<file path="src/rtl/bscan_seq_pkg.sv">
package bscan_seq_pkg;

  localparam logic [3:0] OP_END   = 4'h0;
  localparam logic [3:0] OP_TCLK  = 4'h1;
  localparam logic [3:0] OP_LDCNT = 4'h2;
  localparam logic [3:0] OP_RUN   = 4'h3;
  localparam logic [3:0] OP_CHAIN = 4'h4;
  localparam logic [3:0] OP_SOUT  = 4'h5;
  localparam logic [3:0] OP_WAIT  = 4'h6;
  localparam logic [3:0] OP_ESEL  = 4'h7;
  localparam logic [3:0] OP_JMPF  = 4'h8;
  localparam logic [3:0] OP_SHIFT = 4'h9;
  localparam logic [3:0] OP_SHCHK = 4'hA;

  typedef enum logic [3:0] {
    ST_EXEC, ST_TCK, ST_RUN, ST_WAIT,
    ST_LDV, ST_LDE, ST_LDM, ST_SHF, ST_HALT
  } seq_state_e;

endpackage

</file>
<file path="src/rtl/bscan_sync2.sv">
module bscan_sync2 #(
  parameter int W = 1
) (
  input  logic         clk,
  input  logic         rst_n,
  input  logic [W-1:0] d,
  output logic [W-1:0] q
);
  logic [W-1:0] meta_q, sync_q;

  always_ff @(posedge clk or negedge rst_n) begin
    if (!rst_n) begin
      meta_q <= '0;
      sync_q <= '0;
    end else begin
      meta_q <= d;
      sync_q <= meta_q;
    end
  end

  assign q = sync_q;
endmodule

</file>
<file path="src/rtl/bscan_shift_eng.sv">
module bscan_shift_eng #(
  parameter int DW = 16,
  localparam int LENW = $clog2(DW)
) (
  input  logic            clk,
  input  logic            rst_n,
  input  logic [DW-1:0]   word,
  input  logic            ld_vec,
  input  logic            ld_exp,
  input  logic            ld_msk,
  input  logic            clr_msk,
  input  logic            go,
  input  logic [LENW-1:0] len,
  input  logic            tdo,
  output logic            active,
  output logic            tms,
  output logic            tdi,
  output logic            last,
  output logic            miss
);
  logic [DW-1:0]   vec_q, vec_d, exp_q, exp_d, msk_q, msk_d;
  logic [LENW-1:0] idx_q, idx_d, len_q, len_d;
  logic            act_q, act_d;

  assign active = act_q;
  assign last   = act_q && (idx_q == len_q);
  assign tms    = last;
  assign tdi    = act_q && vec_q[idx_q];
  assign miss   = act_q && msk_q[idx_q] && (tdo != exp_q[idx_q]);

  always_comb begin
    vec_d = vec_q;
    exp_d = exp_q;
    msk_d = msk_q;
    idx_d = idx_q;
    len_d = len_q;
    act_d = act_q;
    if (ld_vec)  vec_d = word;
    if (ld_exp)  exp_d = word;
    if (ld_msk)  msk_d = word;
    if (clr_msk) msk_d = '0;
    if (go) begin
      act_d = 1'b1;
      idx_d = '0;
      len_d = len;
    end else if (act_q) begin
      if (last) act_d = 1'b0;
      else      idx_d = idx_q + 1'b1;
    end
  end

  always_ff @(posedge clk or negedge rst_n) begin
    if (!rst_n) begin
      vec_q <= '0;
      exp_q <= '0;
      msk_q <= '0;
      idx_q <= '0;
      len_q <= '0;
      act_q <= 1'b0;
    end else begin
      vec_q <= vec_d;
      exp_q <= exp_d;
      msk_q <= msk_d;
      idx_q <= idx_d;
      len_q <= len_d;
      act_q <= act_d;
    end
  end
endmodule

</file>
<file path="src/rtl/bscan_seq.sv">
module bscan_seq
  import bscan_seq_pkg::*;
#(
  parameter int DW     = 16,
  parameter int AW     = 8,
  parameter int NCHAIN = 4,
  parameter int NFLAG  = 4
) (
  input  logic                      clk,
  input  logic                      rst_n,
  output logic [AW-1:0]             imem_addr,
  input  logic [DW-1:0]             imem_data,
  output logic                      tck_pulse,
  output logic                      tms,
  output logic                      tdi,
  input  logic                      tdo,
  output logic [$clog2(NCHAIN)-1:0] chain_sel,
  output logic                      sync_out,
  input  logic                      sync_in,
  output logic                      halted,
  output logic [NFLAG-1:0]          err_flags
);
  localparam int OPW  = 4;
  localparam int ARGW = DW - OPW;
  localparam int LENW = $clog2(DW);
  localparam int CHW  = $clog2(NCHAIN);
  localparam int FLW  = $clog2(NFLAG);

  // reset: asserted asynchronously, released on a clock edge
  logic rs1_q, rs2_q, rst_s_n;
  always_ff @(posedge clk or negedge rst_n) begin
    if (!rst_n) begin
      rs1_q <= 1'b0;
      rs2_q <= 1'b0;
    end else begin
      rs1_q <= 1'b1;
      rs2_q <= rs1_q;
    end
  end
  assign rst_s_n = rs2_q;

  logic sync_s;
  bscan_sync2 #(.W(1)) sync_i (
    .clk(clk), .rst_n(rst_s_n), .d(sync_in), .q(sync_s)
  );

  seq_state_e      state_q, state_d;
  logic [AW-1:0]   pc_q, pc_d;
  logic [ARGW-1:0] cnt_q, cnt_d, work_q, work_d;
  logic [CHW-1:0]  chain_q, chain_d;
  logic [FLW-1:0]  esel_q, esel_d;
  logic [NFLAG-1:0] flags_q, flags_d;
  logic [LENW-1:0] shlen_q, shlen_d;
  logic            sout_q, sout_d, wlvl_q, wlvl_d;
  logic            ktms_q, ktms_d, shchk_q, shchk_d;

  logic [OPW-1:0]  op;
  logic [ARGW-1:0] arg;
  assign op  = imem_data[DW-1 -: OPW];
  assign arg = imem_data[ARGW-1:0];

  logic ld_vec, ld_exp, ld_msk, clr_msk, go;
  logic eng_act, eng_tms, eng_tdi, eng_last, eng_miss;

  bscan_shift_eng #(.DW(DW)) eng_i (
    .clk(clk), .rst_n(rst_s_n), .word(imem_data),
    .ld_vec(ld_vec), .ld_exp(ld_exp), .ld_msk(ld_msk), .clr_msk(clr_msk),
    .go(go), .len(shlen_q), .tdo(tdo),
    .active(eng_act), .tms(eng_tms), .tdi(eng_tdi),
    .last(eng_last), .miss(eng_miss)
  );

  always_comb begin
    state_d = state_q;
    pc_d    = pc_q;
    cnt_d   = cnt_q;
    work_d  = work_q;
    chain_d = chain_q;
    esel_d  = esel_q;
    flags_d = flags_q;
    shlen_d = shlen_q;
    sout_d  = sout_q;
    wlvl_d  = wlvl_q;
    ktms_d  = ktms_q;
    shchk_d = shchk_q;
    ld_vec  = 1'b0;
    ld_exp  = 1'b0;
    ld_msk  = 1'b0;
    clr_msk = 1'b0;
    go      = 1'b0;
    if (eng_miss) flags_d[esel_q] = 1'b1;
    unique case (state_q)
      ST_EXEC: begin
        pc_d = pc_q + 1'b1;
        case (op)
          OP_END:   begin pc_d = pc_q; state_d = ST_HALT; end
          OP_TCLK:  begin ktms_d = arg[0]; state_d = ST_TCK; end
          OP_LDCNT: cnt_d = arg;
          OP_RUN:   if (cnt_q != '0) begin work_d = cnt_q; state_d = ST_RUN; end
          OP_CHAIN: chain_d = arg[CHW-1:0];
          OP_SOUT:  sout_d = arg[0];
          OP_WAIT:  begin wlvl_d = arg[0]; state_d = ST_WAIT; end
          OP_ESEL:  esel_d = arg[FLW-1:0];
          OP_JMPF:  if (flags_q[esel_q] == arg[ARGW-1]) pc_d = arg[AW-1:0];
          OP_SHIFT, OP_SHCHK: begin
            shlen_d = arg[LENW-1:0];
            shchk_d = (op == OP_SHCHK);
            state_d = ST_LDV;
          end
          default: ;
        endcase
      end
      ST_TCK:  state_d = ST_EXEC;
      ST_RUN: begin
        work_d = work_q - 1'b1;
        if (work_q == ARGW'(1)) state_d = ST_EXEC;
      end
      ST_WAIT: if (sync_s == wlvl_q) state_d = ST_EXEC;
      ST_LDV: begin
        ld_vec = 1'b1;
        pc_d   = pc_q + 1'b1;
        if (shchk_q) state_d = ST_LDE;
        else begin clr_msk = 1'b1; go = 1'b1; state_d = ST_SHF; end
      end
      ST_LDE: begin ld_exp = 1'b1; pc_d = pc_q + 1'b1; state_d = ST_LDM; end
      ST_LDM: begin ld_msk = 1'b1; go = 1'b1; pc_d = pc_q + 1'b1; state_d = ST_SHF; end
      ST_SHF:  if (eng_last) state_d = ST_EXEC;
      ST_HALT: ;
      default: state_d = ST_HALT;
    endcase
  end

  always_ff @(posedge clk or negedge rst_s_n) begin
    if (!rst_s_n) begin
      state_q <= ST_EXEC;
      pc_q    <= '0;
      cnt_q   <= '0;
      work_q  <= '0;
      chain_q <= '0;
      esel_q  <= '0;
      flags_q <= '0;
      shlen_q <= '0;
      sout_q  <= 1'b0;
      wlvl_q  <= 1'b0;
      ktms_q  <= 1'b0;
      shchk_q <= 1'b0;
    end else begin
      state_q <= state_d;
      pc_q    <= pc_d;
      cnt_q   <= cnt_d;
      work_q  <= work_d;
      chain_q <= chain_d;
      esel_q  <= esel_d;
      flags_q <= flags_d;
      shlen_q <= shlen_d;
      sout_q  <= sout_d;
      wlvl_q  <= wlvl_d;
      ktms_q  <= ktms_d;
      shchk_q <= shchk_d;
    end
  end

  assign imem_addr = pc_q;
  assign tck_pulse = (state_q == ST_TCK) || (state_q == ST_RUN) || eng_act;
  assign tms       = (state_q == ST_TCK) ? ktms_q : eng_tms;
  assign tdi       = eng_tdi;
  assign chain_sel = chain_q;
  assign sync_out  = sout_q;
  assign halted    = (state_q == ST_HALT);
  assign err_flags = flags_q;
endmodule

</file>
<file path="config.mk">
export PLATFORM = sky130hd
export DESIGN_NAME = bscan_seq
export DESIGN_NICKNAME = d
export VERILOG_FILES = /design/src/rtl/bscan_seq_pkg.sv /design/src/rtl/bscan_sync2.sv /design/src/rtl/bscan_shift_eng.sv /design/src/rtl/bscan_seq.sv
export SDC_FILE = /design/constraint.sdc
export NUM_CORES = 1
export LEC_CHECK = 0
export BUFFER_PORTS_ARGS = -buffer_cell sky130_fd_sc_hd__buf_4
export CORE_AREA = 2 2 110 112
export CTS_CLUSTER_SIZE = 14
export DETAILED_ROUTE_END_ITERATION = 6
export DIE_AREA = 0 0 112 114
export PLACE_DENSITY = 0.67
export SYNTH_ARGS = -nofsm -noshare
export SYNTH_HDL_FRONTEND = slang
export SYNTH_HIERARCHICAL = 1
export SYNTH_SLANG_ARGS = --single-unit
</file>
<file path="constraint.sdc">
create_clock -name clk -period 8 [get_ports clk]
set_input_delay 0.4 -clock clk [delete_from_list [all_inputs] [get_ports clk]]
set_output_delay 0.4 -clock clk [all_outputs]
set_load 0.01 [all_outputs]
</file>
==> flow_summary.yaml, run 1 <==
timing:
  worst_pin_slew_ps: 935
  post-route-period-util_pct: 37.4
  drv_slew: 0
  max_slew_margin_pct: 37.3
  setup_violations: 0
  fin_skew_ps: 10.1
  hold_viol: 0
  hold_ws_ps: 92.5
  fin_crit_ps: 2990
  setup_tns_ps: 0
  grt_setup_unrepaired: "false"
  fmax_mhz: 334
clock_tree:
  cts_root_buffer: "clkbuf_16"
  cts_tree: "built"
  cts.sinks: 113
  post_cts_resize_count: 0
  h-tree-depth: 4
  ctsHoldBuffers: 1
  clock_latency_ps: 420
  cts_buffer_depth: 2
  cts-buffers-inserted: 17
  clk_pin_slew_worst_paths_ps: 50
  cts_setup_buffers: 0
placed_design:
  io_buffer_count: 38
  gp_congestion: 0.866
  placed_area_sq_um: 6070
  dpl.hpwl_microns: 8910
  dp_cells: 646
logic_synthesis:
  async_flop_share_pct: 100
  syn_inst: 488
  syn_avg_cell_area_sq_um: 11.7
  yosys.area.top_type_share_pct: 49.5
  synthFlopType: "dfrtp_1"
  yosys_warnings: 6
  synth_nets: 512
  yosysUniqueCellTypes: 64
  yosysSeqAreaShare_pct: 49.5
  synth.largest_area_cell: "dfrtp_1"
  synth_seq_cells: 113
  syn_area_sq_um: 5710
  ys_top_cells_by_area: "dfrtp_1 (50%), mux2_2 (12%), mux4_2 (4.7%)"
  synth_edf_count: 0
flow_run:
  maxCapViolCount: 0
critical_path:
  startpoint_type: "flip-flop"
  cp_max_fo: 13
  cp-end-kind: "output port"
  cp_data_arrival_time_ps: 2590
  path_class: "flip-flop to output port"
  cp_data_required_time_ps: 7600
global_route:
  grt_pass1_wl_microns: 21700
  grt_max_degree: 57
  grt_usage_pct: 22.3
  grt_pass1_vias: 4052
  grt-ovfl-total: 0
  antenna_found_initial: 0
final_layout:
  multi_input_area_sq_um: 2670
  final_area_sq_um: 6710
  final_core_util_pct: 57.3
  layout.nets: 543
  fin_cells: 679
  fillers: 984
  syn2layout_area_growth_pct: 17.5
  drive_gt1_share_pct: 32.5
  layout.area.seq_sq_um: 2830
  insertedDiodeCount: 0
routing:
  firstDrtPassIters: 7
  drc_errors: 0
  avgViaCountPerCell: 5.93
  wl_per_cell_microns: 19.6
  ant_nets: 0
  wl_microns: 13300
  num_vias: 4027
  drt_iter0_drc: 257
die:
  io_pins: 39
  die_y_microns: 114
  start_util_pct: 48.7
  core_sq_um: 11700
  dieArea_sq_um: 12800
  rows: 40
  die_x_microns: 112
hold_path:
  hp-class: "input pin to flip-flop"
power_and_ir_drop:
  ir_drop_mv: 0.156
  p_leak_nw: 3.10
  powerDensity_nw_per_um2: 347
status:
  outcome: "complete, no violations"
[cells by family (layout without fill, tap and decap cells)]
family,after synthesis,after routing,share of synthesized area (%)
buffers and inverters,46,90,3.90
XOR/XNOR,10,10,1.53
multiplexers,96,96,21.8
adder cells (fa/ha/maj),5,5,1.05
flip-flops,113,113,49.5
other,1,1,0.0657
AND/OR/NAND/NOR,143,143,12.9
AO/OA/AOI/OAI,74,74,9.21
[state kept, by name, indices dropped and copies added, names as in the netlist]
register and count:
eng_i/active 1, sync_i/q 1, eng_i/len_q 4, eng_i/idx_q 4, shlen_q 4, esel_q 2
sync_i/meta_q 1, imem_addr 8, sync_out 1, eng_i/exp_q 16, eng_i/msk_q 16, shchk_q 1
state_q 4, rs2_q 1, work_q 12, wlvl_q 1, eng_i/vec_q 16, chain_sel 2
cnt_q 12, ktms_q 1, err_flags 4, rs1_q 1
[worst paths after layout]
path	start	to	slack, ps	depth (start not counted)
setup / recovery	eng_i/idx_q[0]	tdi	5010	4
hold / removal	sync_in	sync_i/meta_q	90	1
setup reg to reg	eng_i/idx_q[0]	state_q[3]	5070	8
hold reg to reg	rs1_q	rs2_q	350	0
max in group asynchronous	rs2_q	cnt_q[2]	6420	1
min in group asynchronous	rst_n	rs2_q	300	2
[final cells by class]
type	instances	share of cell area [%]
Sequential cell	113	42.2
Multi-Input combinational cell	329	39.8
Clock buffer	21	7.02
Timing Repair Buffer	45	5.08
Tap cell	147	2.74
Clock inverter	11	2.37
Inverter	13	0.728
[per-stage QoR]
| step | power, mW | setup slack [ps] |
|---|---|---|
| after floorplan | 1.36 | 4620 |
| after global placement | 1.51 | 5260 |
| after detailed placement | 1.54 | 5070 |
| after CTS | 2.35 | 4970 |
| after global routing | 2.46 | 4830 |
| final | 2.33 | 5010 |
[report_power, final]
part | switching [mW] | internal (mW) | leakage [nW]
clock network | 0.253 | 0.542 | 0.316
logic | 0.247 | 0.322 | 1.32
registers | 0.194 | 0.772 | 1.46
total | 0.694 | 1.64 | 3.10
[Yosys cell counts (4+ instances only)]
master    instances
dfrtp_1         113
mux2_2           59
nor2_1           47
nand2_1          22
mux2i_1          20
nand3_1          19
a21oi_1          14
clkbuf_1         14
inv_1            13
mux4_2           12
o21ai_0          12
buf_2            10
and3_1            8
nor3_1            8
xor2_1            8
o22a_1            7
a31oi_1           6
nand2b_1          6
nor4_1            6
o21ai_1           6
or3_1             6
a31o_2            5
buf_6             4
ha_1              4
[per-layer routing]
layer	wire [microns]	GRT usage [%]	vias to the layer above
li1	-	-	1835
met1	5850	29.9	2037
met2	6470	35.8	138
met3	750	5.79	17
met4	234	7.48	0
met5	0	0	-
[worst max-delay path: stages, from the launching register on]
cell,delay (ps)
dfrtp_1,790
mux4_2,600
mux4_2,450
and2_1,190
buf_4,150
[cells in the final DEF (no fill, tap or decap), types with 3 or more instances in the layout]
cell,netlist,routed
nor3_1,8,7
bufinv_16,0,4
o22a_1,7,7
and3_1,8,8
nor2b_1,3,3
nand2b_1,6,6
nor4_1,6,5
o21ai_1,6,6
a31o_2,5,5
nand2_1,22,22
buf_4,2,44
clkbuf_16,0,17
mux2_2,59,59
a31oi_1,6,6
or3_1,6,6
mux2i_1,20,20
dfrtp_1,113,112
nand3_1,19,19
inv_1,13,13
o21ai_0,12,12
clkbuf_8,0,3
a21oi_1,14,14
and2_1,3,3
ha_1,4,4
clkinv_2,0,6
mux4_1,3,3
xor2_1,8,8
nor3_2,2,3
mux4_2,12,12
nor2_1,47,46
(Power assumes the default switching activity.)
==> run 2, diff against run 1 <==
--- a/config.mk
+++ b/config.mk
@@ -5,11 +5,12 @@
 export SDC_FILE = /design/constraint.sdc
 export NUM_CORES = 1
 export LEC_CHECK = 0
+export ABC_AREA = 1
 export BUFFER_PORTS_ARGS = -buffer_cell sky130_fd_sc_hd__buf_4
-export CORE_AREA = 2 2 110 112
+export CORE_AREA = 2 2 112 114
 export CTS_CLUSTER_SIZE = 14
 export DETAILED_ROUTE_END_ITERATION = 6
-export DIE_AREA = 0 0 112 114
+export DIE_AREA = 0 0 114 116
 export PLACE_DENSITY = 0.67
 export SYNTH_ARGS = -nofsm -noshare
 export SYNTH_HDL_FRONTEND = slang
==> constraint.sdc (replaced) <==
create_clock -name clk -period 3.1 [get_ports clk]
set_input_delay 0.155 -clock clk [delete_from_list [all_inputs] [get_ports clk]]
set_output_delay 0.155 -clock clk [all_outputs]
set_load 0.01 [all_outputs]
==> flow_summary.yaml, run 2 <==
final_layout:
  final_core_util_pct: 58.8
  layout_commonest_cell: "nand2_1"
  insertedDiodeCount: 0
  layout.area.seq_sq_um: 2830
  fillers: 1090
  drive_gt1_share_pct: 13.9
  top_regs: "eng_i/exp_q: 16 flops, eng_i/msk_q: 16 flops, eng_i/vec_q: 16 flops"
  syn2layout_area_growth_pct: 19.3
  multi_input_area_sq_um: 2470
  layout.nets: 818
  final_cell_mix: "nand2_1 (190), dfrtp_1 (112), inv_1 (92)"
clock_tree:
  cts_tree: "built"
  post_cts_resize_count: 0
  cts-buffers-inserted: 17
  cts_buffer_depth: 2
  clk_pin_slew_worst_paths_ps: 60
  cts_root_buffer: "clkbuf_16"
  clock_latency_ps: 420
  h-tree-depth: 4
  cts.sinks: 113
timing:
  max_slew_margin_pct: 39.4
  setup_tns_ps: 0
  fmax_mhz: 417
  fin_crit_ps: 2400
  setup_violations: 0
  fin_skew_ps: 5.51
  hold_ws_ps: 30.8
  drv_slew: 0
  grt_setup_unrepaired: "false"
  worst_pin_slew_ps: 908
  post-route-period-util_pct: 77.3
  hold_viol: 0
die:
  die_x_microns: 114
  core_sq_um: 11900
  rows: 40
  start_util_pct: 49.3
  dieArea_sq_um: 13200
  io_pins: 39
  die_y_microns: 116
routing:
  highest_layer: "met4"
  firstDrtPassIters: 5
  drc_errors: 0
  wl_per_cell_microns: 15.9
  wl_met2_microns: 7080
  wl_microns: 15100
  drt_iter0_drc: 502
  ant_nets: 0
  wl_met1_microns: 7030
  wl_met3_microns: 691
  num_vias: 5094
  avgViaCountPerCell: 5.34
power_and_ir_drop:
  ir_drop_mv: 0.365
  p_leak_nw: 3.48
  powerDensity_nw_per_um2: 547
logic_synthesis:
  synth_seq_cells: 113
  yosys_warnings: 6
  ys_top_cells_by_area: "dfrtp_1 (48%), nand2_1 (12%), nand3_1 (6.5%)"
  syn_inst: 746
  synthFlopType: "dfrtp_1"
  synth_edf_count: 0
  syn_avg_cell_area_sq_um: 7.87
  async_flop_share_pct: 100
  yosysSeqAreaShare_pct: 48.2
  yosysUniqueCellTypes: 37
  synth.largest_area_cell: "dfrtp_1"
  syn_area_sq_um: 5870
  yosys.area.top_type_share_pct: 48.2
  ys_top_cells_by_count: "nand2_1 (190), dfrtp_1 (113), inv_1 (92), nand3_1 (76), o21ai_0 (75)"
  yosysMostFrequentCell: "nand2_1"
  synth_nets: 770
critical_path:
  cp_data_required_time_ps: 2940
  startpoint_type: "flip-flop"
  path_class: "flip-flop to output port"
  cp-end-kind: "output port"
  cp_data_arrival_time_ps: 2240
  cp_max_fo: 19
global_route:
  grt-ovfl-total: 0
  antenna_found_initial: 0
  grt_max_degree: 60
  grt_usage_pct: 25.0
  grt_pass1_wl_microns: 25200
  grt_pass1_vias: 4944
placed_design:
  io_buffer_count: 38
  dpl.hpwl_microns: 10400
  gp_congestion: 0.902
status:
  outcome: "complete, no violations"
hold_path:
  hp-class: "input pin to flip-flop"
flow_run:
  maxCapViolCount: 0
==> run 2: changes by cell type after synthesis, sizes merged, moves of 8 or more <==
| cell | before | now |
|---|---|---|
| nand2 | 23 | 194 |
| inv | 13 | 100 |
| o21ai | 18 | 94 |
| nand3 | 19 | 79 |
| mux2 | 61 | 8 |
| mux2i | 20 | 0 |
| mux4 | 15 | 0 |
| nand4 | 2 | 16 |
| and3 | 8 | 0 |
| nor2 | 48 | 56 |
| nor3 | 10 | 2 |
==> run 2: report_power, final <==
| part | switching, mW | internal [mW] | total, mW |
|---|---|---|---|
| Combinational | 0.0911 | 0.0652 | 0.156 |
| Sequential | 0.0270 | 1.49 | 1.52 |
| Clock | 0.694 | 1.47 | 2.16 |
| Total | 0.812 | 3.02 | 3.83 |
==> run 2: per-stage QoR <==
step | instances | cell area [sq um] | total power [mW] | setup WS [ps]
final | 954 | 7000 | 3.83 | 705
after global routing | 954 | 7000 | 3.96 | 524
after CTS | 954 | 7000 | 3.87 | 722
after detailed placement | 908 | 6200 | 1.68 | 975
after global placement | 908 | 6200 | 1.68 | 1030
after floorplan | 746 | 5870 | 1.61 | 1210
==> run 2: logic make-up (layout without fill, tap and decap cells) <==
kind of cell / Yosys count / in the layout / synth area share (%)
simple gates: 352 / 352 / 26.3
other cells: 1 / 1 / 0.0639
fa+ha+maj: 4 / 4 / 0.852
flops: 113 / 113 / 48.2
xor+xnor: 14 / 14 / 2.09
compound gates: 125 / 125 / 11.2
mux: 8 / 8 / 1.53
buf+inv: 129 / 190 / 9.76
==> run 2: layer usage <==
metal  vias to the layer above  GRT usage [%]
met5                         -              0
met4                         0           9.67
met3                        26           6.01
met2                       142           39.7
met1                      2425           33.5
li1                       2501              -
==> run 2: critical path, cell delays in order, from the launching register on <==
cell and delay (ps):
dfrtp_1 800, inv_2 240, a21oi_1 160, o21ai_0 100, nand3_1 100, nand3_1 80, a21oi_1 180, buf_4 150
==> run 2: what timing repair did <==
item,4_1_cts,5_1_grt
setup endpoints to repair,0,0
buffers inserted,0,0
endpoints found under the hold margin,26,0
hold buffers,14,0
==> run 2: cell type report <==
type	instances	share of cell area, %
flip-flops and latches	113	40.4
multi-input cells	504	35.3
repair buffers	57	6.79
clock buffers	19	6.47
inverters	101	5.45
clock inverters	13	2.97
well taps	147	2.63
==> run 2: final timing paths <==
check	from	endpoint	slack, ps	depth (start not counted)
setup / recovery	eng_i/idx_q[1]	tdi	700	7
hold / removal	imem_data[15]	eng_i/exp_q[15]	30	3
setup reg to reg	eng_i/idx_q[0]	err_flags[2]	950	10
hold reg to reg	rs1_q	rs2_q	350	0
max in group asynchronous	rs2_q	cnt_q[10]	1910	1
min in group asynchronous	rst_n	rs1_q	50	2
